### config.mk
export PLATFORM = sky130hd
export DESIGN_NAME = mmap_flash_reader
export DESIGN_NICKNAME = d
export VERILOG_FILES = /design/src/rtl/mfr_pkg.sv /design/src/rtl/mfr_regs.sv /design/src/rtl/mfr_rxpack.sv /design/src/rtl/mfr_seq.sv /design/src/rtl/mmap_flash_reader.sv
export SDC_FILE = /design/constraint.sdc
export NUM_CORES = 1
export LEC_CHECK = 0
export ABC_AREA = 1
export BUFFER_PORTS_ARGS = -buffer_cell sky130_fd_sc_hd__buf_2
export CAP_MARGIN = 10
export CORE_ASPECT_RATIO = 1.5
export CORE_UTILIZATION = 35
export CTS_CLUSTER_SIZE = 25
export DETAILED_ROUTE_END_ITERATION = 8
export PLACE_DENSITY = 0.63
export SETUP_SLACK_MARGIN = 0.3
export SYNTH_ARGS = -nofsm -noshare
export SYNTH_HDL_FRONTEND = slang
export SYNTH_SLANG_ARGS = --single-unit
### constraint.sdc
create_clock -name clk -period 4.3 [get_ports clk]
set_input_delay 0.43 -clock clk [delete_from_list [all_inputs] [get_ports clk]]
set_output_delay 0.43 -clock clk [all_outputs]
set_load 0.05 [all_outputs]
### src/rtl/mfr_pkg.sv
package mfr_pkg;

   typedef enum logic [2:0] {
      ST_IDLE,
      ST_CMD,
      ST_DUMMY,
      ST_DATA,
      ST_DONE
   } mfr_state_e;

   typedef struct packed {
      logic [1:0] rmode;
      logic [1:0] dummy;
      logic [1:0] abytes_m1;
      logic [7:0] opcode;
   } setup_t;

   localparam logic [7:0] SETUP_BASE = 8'h54;
   localparam logic [7:0] SWITCH_OFS = 8'h64;

   function automatic logic [1:0] lanes_log2(input logic [1:0] code);
      case (code)
         2'd1:    return 2'd1;
         2'd3:    return 2'd2;
         default: return 2'd0;
      endcase
   endfunction

endpackage

### src/rtl/mfr_regs.sv
module mfr_regs
   import mfr_pkg::*;
#(
   parameter int NCS = 4
) (
   input  logic                  clk,
   input  logic                  rst_n,
   input  logic                  cfg_we,
   input  logic [7:0]            cfg_addr,
   input  logic [$bits(setup_t)-1:0] cfg_wdata,
   output logic                  mm_en,
   output setup_t [NCS-1:0]      setups
);

   localparam setup_t SETUP_RST = '{rmode: 2'd0, dummy: 2'd0, abytes_m1: 2'd2, opcode: 8'h03};

   always_ff @(posedge clk or negedge rst_n) begin
      if (!rst_n)
         mm_en <= 1'b0;
      else if (cfg_we && cfg_addr == SWITCH_OFS)
         mm_en <= cfg_wdata[0];
   end

   for (genvar i = 0; i < NCS; i++) begin : g_setup
      localparam logic [7:0] OFS = SETUP_BASE + 8'(4 * i);
      always_ff @(posedge clk or negedge rst_n) begin
         if (!rst_n)
            setups[i] <= SETUP_RST;
         else if (cfg_we && cfg_addr == OFS)
            setups[i] <= setup_t'(cfg_wdata);
      end
   end

endmodule

### src/rtl/mfr_rxpack.sv
module mfr_rxpack #(
   parameter int DW = 32
) (
   input  logic          clk,
   input  logic          rst_n,
   input  logic          clr,
   input  logic          smp_en,
   input  logic [1:0]    lw,
   input  logic [3:0]    io_in,
   output logic [DW-1:0] rdata
);

   localparam int NBYTES = DW / 8;

   logic [DW-1:0] sr;

   always_ff @(posedge clk or negedge rst_n) begin
      if (!rst_n)
         sr <= '0;
      else if (clr)
         sr <= '0;
      else if (smp_en) begin
         case (lw)
            2'd0:    sr <= {sr[DW-2:0], io_in[1]};
            2'd1:    sr <= {sr[DW-3:0], io_in[1:0]};
            default: sr <= {sr[DW-5:0], io_in};
         endcase
      end
   end

   // first byte in the stream sits at the top of sr; move it to lane 0
   for (genvar b = 0; b < NBYTES; b++) begin : g_lane
      assign rdata[8*b +: 8] = sr[DW-1-8*b -: 8];
   end

endmodule

### src/rtl/mfr_seq.sv
module mfr_seq
   import mfr_pkg::*;
#(
   parameter int NCS   = 4,
   parameter int AW    = 24,
   parameter int DW    = 32,
   parameter int SEL_W = 2
) (
   input  logic              clk,
   input  logic              rst_n,
   input  logic              req,
   input  logic [SEL_W-1:0]  sel,
   input  logic [AW-1:0]     addr,
   input  logic              mm_en,
   input  setup_t [NCS-1:0]  setups,
   output logic [NCS-1:0]    cs_n,
   output logic              sclk,
   output logic [3:0]        io_out,
   output logic [3:0]        io_oe,
   output logic              smp_en,
   output logic              clr,
   output logic [1:0]        lw,
   output logic              ready
);

   localparam int CNT_W = $clog2(DW + 41);
   localparam int TX_W  = 40;

   mfr_state_e        st;
   logic              ph;
   logic [CNT_W-1:0]  cnt;
   logic [TX_W-1:0]   tx_sr;
   logic [1:0]        dum_q;
   logic [1:0]        lw_q;
   logic [SEL_W-1:0]  sel_q;
   setup_t            nxt_cfg;
   logic [31:0]       a_al;
   logic              active;
   logic [CNT_W-1:0]  data_ticks;

   always_comb begin
      nxt_cfg = setups[sel];
      a_al    = 32'(addr) << (8 * (3 - int'(nxt_cfg.abytes_m1)));
   end

   assign data_ticks = CNT_W'((DW >> lw_q) - 1);
   assign active     = (st == ST_CMD) || (st == ST_DUMMY) || (st == ST_DATA);

   always_ff @(posedge clk or negedge rst_n) begin
      if (!rst_n) begin
         st    <= ST_IDLE;
         ph    <= 1'b0;
         cnt   <= '0;
         tx_sr <= '0;
         dum_q <= '0;
         lw_q  <= '0;
         sel_q <= '0;
      end else begin
         case (st)
            ST_IDLE: begin
               if (req) begin
                  if (mm_en) begin
                     tx_sr <= {nxt_cfg.opcode, a_al};
                     dum_q <= nxt_cfg.dummy;
                     lw_q  <= lanes_log2(nxt_cfg.rmode);
                     sel_q <= sel;
                     cnt   <= CNT_W'(8 * int'(nxt_cfg.abytes_m1) + 15);
                     ph    <= 1'b0;
                     st    <= ST_CMD;
                  end else begin
                     st <= ST_DONE;
                  end
               end
            end
            ST_CMD, ST_DUMMY, ST_DATA: begin
               if (!ph) begin
                  ph <= 1'b1;
               end else begin
                  ph <= 1'b0;
                  if (st == ST_CMD)
                     tx_sr <= {tx_sr[TX_W-2:0], 1'b0};
                  if (cnt != '0) begin
                     cnt <= cnt - 1'b1;
                  end else begin
                     case (st)
                        ST_CMD: begin
                           if (dum_q != 2'd0) begin
                              st  <= ST_DUMMY;
                              cnt <= CNT_W'(8 * int'(dum_q) - 1);
                           end else begin
                              st  <= ST_DATA;
                              cnt <= data_ticks;
                           end
                        end
                        ST_DUMMY: begin
                           st  <= ST_DATA;
                           cnt <= data_ticks;
                        end
                        default: st <= ST_DONE;
                     endcase
                  end
               end
            end
            default: st <= ST_IDLE;
         endcase
      end
   end

   assign cs_n   = active ? ~(NCS'(1) << sel_q) : '1;
   assign sclk   = ph;
   assign io_out = {3'b000, tx_sr[TX_W-1]};
   assign io_oe  = {3'b000, st == ST_CMD};
   assign smp_en = (st == ST_DATA) && !ph;
   assign clr    = (st == ST_IDLE) && req;
   assign lw     = lw_q;
   assign ready  = (st == ST_DONE);

   p_one_cs_r9: assert property (@(posedge clk) disable iff (!rst_n)
      $onehot0(~cs_n));

   p_ready_single_r9: assert property (@(posedge clk) disable iff (!rst_n)
      ready |=> !ready);

   p_sclk_park_r8: assert property (@(posedge clk) disable iff (!rst_n)
      (&cs_n) |-> !sclk);

   p_drive_stable_r8: assert property (@(posedge clk) disable iff (!rst_n)
      $rose(sclk) |-> $stable(io_out));

   p_off_bypass_r3: assert property (@(posedge clk) disable iff (!rst_n)
      (st == ST_IDLE && req && !mm_en) |=> (ready && (&cs_n)));

   p_sample_rise_r6: assert property (@(posedge clk) disable iff (!rst_n)
      smp_en |=> sclk);

endmodule

### src/rtl/mmap_flash_reader.sv
module mmap_flash_reader
   import mfr_pkg::*;
#(
   parameter  int NCS   = 4,
   parameter  int AW    = 24,
   parameter  int DW    = 32,
   localparam int SEL_W = (NCS > 1) ? $clog2(NCS) : 1
) (
   input  logic             clk,
   input  logic             rst_n,
   input  logic             cfg_we,
   input  logic [7:0]       cfg_addr,
   input  logic [13:0]      cfg_wdata,
   input  logic             hst_req,
   input  logic [SEL_W-1:0] hst_sel,
   input  logic [AW-1:0]    hst_addr,
   output logic             hst_ready,
   output logic [DW-1:0]    hst_rdata,
   output logic             fl_sclk,
   output logic [NCS-1:0]   fl_cs_n,
   output logic [3:0]       fl_io_out,
   output logic [3:0]       fl_io_oe,
   input  logic [3:0]       fl_io_in
);

   if (NCS < 1 || NCS > 4) begin : g_bad_ncs
      $error("NCS must lie in 1..4 so setup words stay below the switch offset");
   end
   if (AW < 8 || AW > 32) begin : g_bad_aw
      $error("AW must lie in 8..32");
   end
   if (DW < 8 || DW % 8 != 0) begin : g_bad_dw
      $error("DW must be a positive multiple of 8");
   end

   logic             mm_en;
   setup_t [NCS-1:0] setups;
   logic             smp_en;
   logic             clr;
   logic [1:0]       lw;

   mfr_regs #(.NCS(NCS)) u_regs (
      .clk       (clk),
      .rst_n     (rst_n),
      .cfg_we    (cfg_we),
      .cfg_addr  (cfg_addr),
      .cfg_wdata (cfg_wdata),
      .mm_en     (mm_en),
      .setups    (setups)
   );

   mfr_seq #(.NCS(NCS), .AW(AW), .DW(DW), .SEL_W(SEL_W)) u_seq (
      .clk    (clk),
      .rst_n  (rst_n),
      .req    (hst_req),
      .sel    (hst_sel),
      .addr   (hst_addr),
      .mm_en  (mm_en),
      .setups (setups),
      .cs_n   (fl_cs_n),
      .sclk   (fl_sclk),
      .io_out (fl_io_out),
      .io_oe  (fl_io_oe),
      .smp_en (smp_en),
      .clr    (clr),
      .lw     (lw),
      .ready  (hst_ready)
   );

   mfr_rxpack #(.DW(DW)) u_rx (
      .clk    (clk),
      .rst_n  (rst_n),
      .clr    (clr),
      .smp_en (smp_en),
      .lw     (lw),
      .io_in  (fl_io_in),
      .rdata  (hst_rdata)
   );

endmodule

After elaboration in Yosys (flattened, before gate mapping)
Index checks and enable logic that the tools add are counted. Widths: inputs -> output; s select.

Register bits: 146. Input bits: 56. Output and inout port bits: 46.

Bitwise logic cells: 1. Muxes and demuxes: 30. Reduce and logical (&&, ||, !) cells: 22. Shifts and indexed selects: 3. Equal/unequal tests: 18. Magnitude comparators: 1. $add $sub $neg: 5.

Operators with widths (count): $mux 40 (4); $pmux 40 s2 (1); $mux 32 (2); $pmux 32 s2 (1); $eq 8x7->1 const B (5); $mux 7 (5); $shl 24x32->32 (1); $bmux 14 s2 (1); $pmux 7 s2 (2); $mux 14 (1); $mux 3 (4); $pmux 3 s2 (2); $reduce_and 5->1 (2); $reduce_and 3->1 (3); $ne 2x2->1 const B (4); $logic_and 1x1->1 (7); $reduce_bool 7->1 (1); $shr 6x2->7 const A (1); $sub 7x1->7 const B (1); $sub 7x2->7 const B (1); $add 5x4->6 const B (1); $eq 3x2->1 const B (2); $reduce_bool 2->1 (3); $sub 5x1->6 const B (1); 19 further kinds (24).

Logic depth before layout (Yosys ltp)
Gate-level depths: netlist (run 1).

Depth after elaboration: 7. Mapped depth: 11.

Modules after synthesis
From an unflattened synthesis (run 1), not the netlist that was laid out.

Cells, all modules: 1181. Area, all modules: 8318.0 µm².

By module, submodules not included: mfr_seq (cells each 605, instances 1, area each 3912.5 µm²); mfr_regs (cells each 271, instances 1, area each 2503.7 µm²); mfr_rxpack (cells each 305, instances 1, area each 1901.8 µm²).

Worst setup path after synthesis (run 1)
OpenSTA, ideal clock, no wires.

Kind: register to output. From: reg u_seq.st[0]. To: out hst_ready. Arrival time: 1.524 ns. Path buffers: 0. Setup slack: 2.346 ns. Stages on the path, launching flop included: 2. Data required time: 3.870 ns. Path through: dfrtp_1 nor3_1.

Longest elaborated chain between the ends: 1.

Ends and longest elaborated chain: start: declaration (RTL line mfr_seq.sv:29) `mfr_state_e st;`; start signal: assignment (RTL line mfr_seq.sv:51) `st <= ST_IDLE;`; start signal: assignment (RTL line mfr_seq.sv:69) `st <= ST_CMD;`; start signal: assignment (RTL line mfr_seq.sv:71) `st <= ST_DONE;`; $eq 3x3->1 (RTL line mfr_seq.sv:116) `assign ready = (st == ST_DONE);`; end: declaration (RTL line mmap_flash_reader.sv:17) `output logic hst_ready,`.

Every way passes these cells.

Final worst setup path (run 1)
From: in hst_sel[0]. To: reg u_seq.cnt[4].

Longest elaborated chain between the ends: 6.

Ends and longest elaborated chain: start: declaration (RTL line mmap_flash_reader.sv:15) `input logic [SEL_W-1:0] hst_sel,`; $bmux 14 s2 (RTL line mfr_seq.sv:42) `nxt_cfg = setups[sel];`; $mux 14 (implied by the code) (RTL line mfr_seq.sv:42); $add 5x4->6 (RTL line mfr_seq.sv:67) `cnt <= CNT_W'(8 * int'(nxt_cfg.abytes_m1) + 15);`; $mux 7 (RTL line mfr_seq.sv:62) `if (mm_en) begin`; $mux 7 (RTL line mfr_seq.sv:61) `if (req) begin`; $pmux 7 s2 (RTL line mfr_seq.sv:59) `case (st)`; end signal: assignment (RTL line mfr_seq.sv:67); end signal: assignment (RTL line mfr_seq.sv:83) `cnt <= cnt - 1'b1;`; end signal: assignment (RTL line mfr_seq.sv:89) `cnt <= CNT_W'(8 * int'(dum_q) - 1);`; end: declaration (RTL line mfr_seq.sv:31) `logic [CNT_W-1:0] cnt;`.

Every way passes these cells. The select of a mux whose other input is x is not followed. A chain may end at the register's enable or synchronous reset.

==> run_results.csv, run 1 <==
group,metric,value,unit
status,outcome,"complete, no violations",
power_and_ir_drop,leakage,4.392,nW
place,place_congestion,0.8527,
global_route,grt_pass1_wl,31.83,mm
global_route,grt.busiest_layer,"met2",
worst_setup_path,path_class,"input pin to flop",
run,max-cap-violations,0,
timing,setup_tns,0,ns
die,pin_count,102,
logic_synthesis,synthMuxAreaShare,0,%
place,dp_hpwl,13.11,mm
worst_setup_path,cp_max_fo,30,
logic_synthesis,yosys.area_share.adder,0.6441,%
timing,fmax,0.3602,GHz
logic_synthesis,synth_compound_area_share,15.73,%
worst_setup_path,arrival,3.08,ns
drt,first_pass_iters,5,
die,dieArea,22810,sq um
global_route,grt.met2_usage,29.82,%
clock_tree,cts.htree.levels,4,
worst_setup_path,crit_family,"simple AND/OR/NAND/NOR gates",
worst_setup_path,max_stage_delay,0.57,ns
cells_and_area,final_cell_mix,"322 x nand2_1, 134 x dfrtp_1, 108 x inv_1",
clock_tree,clk_latency,0.42,ns
drt,routed_wl,19.47,mm
timing,fin_crit,2.776,ns
global_route,grt_max_degree,101,
global_route,grt-ovfl-total,0,
clock_tree,clk_pin_slew,0.07,ns
timing,tightestPinTransition,0.9772,ns
logic_synthesis,avgSynthCellArea,7.486,sq um
power_and_ir_drop,irDropWorstVdd,0.0003750,V
global_route,use_met3,2.630,%
clock_tree,ctsResizeCount,0,
logic_synthesis,syn_inst,1038,
timing,post-route-period-util,64.56,%
timing,slew_violations,0,
clock_tree,holdBufCountCts,0,
drt,ant_nets,0,
timing,setup_ws,1.524,ns
drt,vias,6935,
logic_synthesis,synthSimpleGateAreaFrac,26.34,%
drt,drc,0,
die,die_x,123.7,um
logic_synthesis,synth_xor_area_share,0.2254,%
logic_synthesis,synth-seq-area-share,47.21,%
timing,hold_violations,0,
die,coreArea,21720,sq um
place,place.port_buffers,95,
logic_synthesis,ys_ff_latch,146,
logic_synthesis,ys.warnings.count,0,
timing,finalSetupViolations,0,
power_and_ir_drop,powerDensity,721.0,nW/um^2
worst_hold_path,hp-class,"input pin to async pin",
drt,vias_per_cell,5.000,
cells_and_area,final_common_cell,"nand2_1",
worst_setup_path,critPathBufInv,4,
logic_synthesis,synth_top_family_by_area,"simple AND/OR/NAND/NOR gates",
timing,slew_headroom,34.70,%
worst_setup_path,crit_chain,"buf_2, inv_2, nand2_1, nand3_2, nand2_2, inv_1, ha_1, inv_1, nor2_1, nor2_1, a21oi_1",
die,initial_core_util,35.78,%
worst_setup_path,worstSetupEndpointType,"flop",
cells_and_area,area.growth.synth_to_final,15.04,%
clock_tree,cts_setup_buffers,0,
timing,rsz0062_at_grt,"no",
global_route,grt_pass1_vias,6462,
place,place_ws,1.114,ns
logic_synthesis,synth_area,7770,sq um
clock_tree,cts_tree,"built",
clock_tree,cts-root-buf,"clkbuf_16",
die,rows,66,
die,die_y,184.5,um
worst_setup_path,startpoint_type,"input pin",
drt,wl_per_cell,14.04,um
clock_tree,cts_buffers,17,
global_route,grt_usage,17.79,%
worst_setup_path,cp.required,4.60,ns
cells_and_area,final_nets,1160,
worst_setup_path,slowest_stage,"nand2_2",
drt,first_iter_violations,554,
timing,fin_skew,0.008930,ns
global_route,use_met1,22.72,%
clock_tree,cts.sinks,146,
cells_and_area,layout-drive-gt1-share,14.73,%
cells_and_area,fillCellCount,2246,
cells_and_area,final_core_util,41.16,%
clock_tree,clockBufferDepth,2,
logic_synthesis,synth.distinct_cells,34,
global_route,antenna_found_initial,2,
==> final timing paths <==
path	from	end	cells past startpoint	slack [ns]
worst max-delay path	hst_sel[0]	u_seq.cnt[4]	11	1.52
worst min-delay path	rst_n	u_rx.sr[15]	1	0.11
worst max register to register	u_regs.setups[22]	u_seq.cnt[4]	9	2.03
worst min register to register	u_seq.tx_sr[39]	u_seq.tx_sr[39]	2	0.48
max in group asynchronous	rst_n	u_regs.setups[28]	2	3.26
min in group clk	cfg_wdata[1]	u_regs.setups[15]	3	0.29
==> state kept, by name, indices dropped and copies added (netlist names), 2 cells and up <==
| name | flops |
|---|---|
| u_regs.setups | 56 |
| u_rx.sr | 32 |
| u_seq.cnt | 7 |
| u_seq.dum_q | 2 |
| u_seq.lw | 2 |
| u_seq.sel_q | 2 |
| u_seq.st | 3 |
| u_seq.tx_sr | 40 |
==> through the flow <==
stage / instances / instance area, sq um / hold slack, ns / power (mW)
4_1_cts: 1385 / 8934 / 0.1485 / 6.488
3_3_place_gp: 1353 / 8348 / 0.4621 / 4.963
6_report: 1387 / 8939 / 0.1113 / 6.445
2_1_floorplan: 1043 / 7789 / 0.1344 / 4.346
3_5_place_dp: 1353 / 8348 / 0.4629 / 4.989
5_1_grt: 1387 / 8939 / 0.1985 / 6.910
==> cell type report <==
cell class                      count  area, sq um  share of cell area (%)
Sequential cell                   146         3669                   41.04
Tap cell                          272        340.3                   3.807
Antenna cell                        2        5.005                 0.05599
Clock inverter                     15        160.2                   1.792
Timing Repair Buffer              103        541.8                   6.061
Inverter                          114        427.9                   4.787
Multi-Input combinational cell    718         3369                   37.70
Clock buffer                       17        425.4                   4.759
==> logic make-up (layout without fill, tap and decap cells) <==
family,Yosys count,count (layout)
and+or+nand+nor,497,497
AOI/OAI and AO/OA,209,209
buffers and inverters,179,249
DFF,146,146
adders and majority gates,4,4
xor gates and xnor gates,2,2
other,1,8
==> synthesized netlist by cell type <==
cell / instances / area [sq um]
nand2_1: 322 / 1209
clkinv_1: 1 / 3.750
or2_1: 1 / 6.260
nor2_4: 1 / 11.26
nor3_1: 3 / 15.01
nand2_2: 4 / 25.02
o21ai_0: 104 / 520.5
inv_1: 108 / 405.4
nand3_1: 94 / 470.5
buf_4: 13 / 97.59
a31oi_1: 1 / 6.260
o22ai_1: 37 / 231.5
a21boi_1: 8 / 60.06
nand3_2: 3 / 30.03
dfstp_2: 12 / 315.3
nor2_1: 61 / 229.0
clkbuf_1: 24 / 90.09
buf_2: 26 / 130.1
a21oi_1: 27 / 135.1
ha_1: 4 / 50.05
nor2_2: 2 / 12.51
o21ai_2: 1 / 8.760
o21ai_1: 3 / 15.01
nand4_1: 2 / 12.51
nand3b_1: 1 / 7.510
conb_1: 1 / 3.750
buf_1: 1 / 3.750
or3_1: 1 / 6.260
o221ai_1: 28 / 245.2
buf_6: 1 / 11.26
inv_2: 5 / 18.77
dfrtp_1: 134 / 3353
xnor2_1: 2 / 17.52
nor4_1: 2 / 12.51
==> layer usage <==
| metal | wire (um) | vias to the layer above |
|---|---|---|
| li1 | - | 3506 |
| met3 | 705 | 27 |
| met5 | 0 | - |
| met4 | 419 | 0 |
| met2 | 9747 | 148 |
| met1 | 8600 | 3254 |
==> power breakdown <==
| part | switching, mW | internal, mW |
|---|---|---|
| clock network | 0.657 | 0.827 |
| logic | 2.07 | 0.835 |
| registers | 0.288 | 1.77 |
(Power assumes the default switching activity.)
==> run 2, diff against run 1 <==
--- a/config.mk
+++ b/config.mk
@@ -12,7 +12,7 @@
 export CORE_UTILIZATION = 35
 export CTS_CLUSTER_SIZE = 25
 export DETAILED_ROUTE_END_ITERATION = 8
-export PLACE_DENSITY = 0.63
+export PLACE_DENSITY = 0.65
 export SETUP_SLACK_MARGIN = 0.3
 export SYNTH_ARGS = -nofsm -noshare
 export SYNTH_HDL_FRONTEND = slang
==> constraint.sdc (replaced) <==
create_clock -name clk -period 2.35 [get_ports clk]
set_input_delay 0.235 -clock clk [delete_from_list [all_inputs] [get_ports clk]]
set_output_delay 0.235 -clock clk [all_outputs]
set_load 0.05 [all_outputs]
==> run_results.csv, run 2 (same netlist as run 1, synthesis figures left out) <==
group,metric,value,unit
cells_and_area,largest_reg_flops,56,
status,outcome,"complete, no violations",
global_route,grt_max_degree,63,
timing,post-route-period-util,80.55,%
timing,fmax,0.5283,GHz
global_route,grt-ovfl-total,0,
worst_hold_path,hp-class,"input pin to flop",
timing,tightestPinTransition,0.9056,ns
cells_and_area,area.growth.synth_to_final,17.84,%
timing,hold_violations,0,
cells_and_area,final_nets,1177,
drt,drc,0,
cells_and_area,final_cell_mix,"322 x nand2_1, 134 x dfrtp_1, 108 x inv_1",
timing,setup_tns,0,ns
cells_and_area,layout-drive-gt1-share,15.66,%
die,pin_count,102,
clock_tree,cts-root-buf,"clkbuf_16",
cells_and_area,reg.largest.list,"u_regs.setups (56), u_seq.tx_sr (40), u_rx.sr (32)",
cells_and_area,fillCellCount,2214,
cells_and_area,n_antenna_cell,0,
cells_and_area,largest-register,"u_regs.setups",
clock_tree,clk_latency,0.43,ns
worst_setup_path,startpoint_type,"flop",
cells_and_area,final_common_cell,"nand2_1",
cells_and_area,regArea,3669,sq um
drt,ant_nets,0,
place,dp_hpwl,13.47,mm
die,die_y,184.5,um
worst_setup_path,path_class,"flop to primary output",
die,die_x,123.7,um
worst_setup_path,cp_max_fo,24,
worst_setup_path,worstSetupEndpointType,"primary output",
cells_and_area,multi_input_area,3369,sq um
run,max-cap-violations,0,
clock_tree,cts.htree.levels,4,
die,initial_core_util,35.78,%
drt,first_pass_iters,5,
die,dieArea,22810,sq um
worst_setup_path,arrival,1.66,ns
clock_tree,clockBufferDepth,2,
timing,whs,0.08323,ns
drt,wl_per_cell,14.23,um
drt,first_iter_violations,571,
die,rows,66,
die,coreArea,21720,sq um
power_and_ir_drop,powerDensity,1339,nW/um^2
clock_tree,clk_pin_slew,0.06,ns
global_route,grt_pass1_vias,6865,
worst_setup_path,cp.required,2.12,ns
drt,vias,7125,
global_route,antenna_found_initial,0,
timing,finalSetupViolations,0,
clock_tree,cts.sinks,146,
place,place.port_buffers,95,
global_route,grt_pass1_wl,32.89,mm
place,place_congestion,0.8473,
drt,vias_per_cell,5.082,
drt,routed_wl,19.95,mm
power_and_ir_drop,leakage,4.499,nW
timing,slew_violations,0,
global_route,grt_usage,18.18,%
timing,slew_headroom,39.62,%
clock_tree,cts_tree,"built",
timing,fin_crit,1.893,ns
timing,rsz0062_at_grt,"no",
clock_tree,cts_buffers,17,
power_and_ir_drop,irDropWorstVdd,0.0006855,V
timing,fin_skew,0.01175,ns
==> run 2: cell count changes in the layout (fill, tap and decap cells not counted), sizes merged <==
cell,delta
clkbuf,+4
clkinv,-1
diode,-2
buf,+16
bufinv,+4
clkinvlp,+1
dlygate4sd3,+1
inv,-8
==> run 2: final timing paths <==
check	start	to	slack [ns]	cells past startpoint
hold reg to reg	u_regs.setups[39]	u_regs.setups[39]	0.48	2
min in group asynchronous	rst_n	u_seq.tx_sr[19]	0.36	2
hold / removal	cfg_wdata[1]	u_regs.setups[43]	0.08	3
setup reg to reg	u_seq.cnt[0]	u_seq.cnt[0]	0.57	9
setup / recovery	u_seq.st[0]	fl_cs_n[2]	0.46	4
max in group asynchronous	rst_n	u_regs.setups[15]	1.23	3
==> run 2: worst max-delay path: stages, from the launching register on <==
cell,delay (ns)
dfrtp_1,0.46
o21ai_4,0.26
inv_4,0.17
nand3_1,0.10
buf_2,0.26
==> run 2: stage by stage <==
| step | cells | total power, mW | setup WS [ns] | utilization (%) | area, sq um |
|---|---|---|---|---|---|
| floorplan | 1043 | 7.953 | 0.5909 | - | 7789 |
| global placement | 1369 | 9.192 | 0.6285 | 39.11 | 8493 |
| detailed placement | 1369 | 9.276 | 0.5570 | 39.11 | 8493 |
| CTS | 1402 | 12.33 | 0.3333 | 42.15 | 9154 |
| global route | 1402 | 13.09 | 0.3500 | 42.16 | 9156 |
| finish | 1402 | 12.26 | 0.4572 | 42.16 | 9156 |
==> run 2: power by group <==
group          internal (mW)  total, mW  switching, mW
logic                   1.63       5.48           3.85
clock network           1.92       3.01           1.09
registers               3.24       3.77          0.532
==> run 2: final cells by class <==
type,instances,area share (%)
clock buffers,21,4.919
clock inverters,11,2.186
inverters,114,4.701
multi-input cells,718,36.80
flip-flops and latches,146,40.07
well taps,272,3.717
repair buffers,120,7.611
==> run 2: layer usage <==
metal	up-vias	GRT usage [%]	share of wire, %
met4	0	7.229	2.4
met2	148	30.96	51
met3	32	3.001	3.0
met1	3408	22.56	44
li1	3537	-	-
met5	-	0	0
==> run 2: repair_timing <==
item                                    CTS  global route
gates resized for setup                   0             2
hold endpoints to repair                 58             0
hold buffers                              1             0
buffers inserted                          0             0
endpoints found under the setup margin    0             4
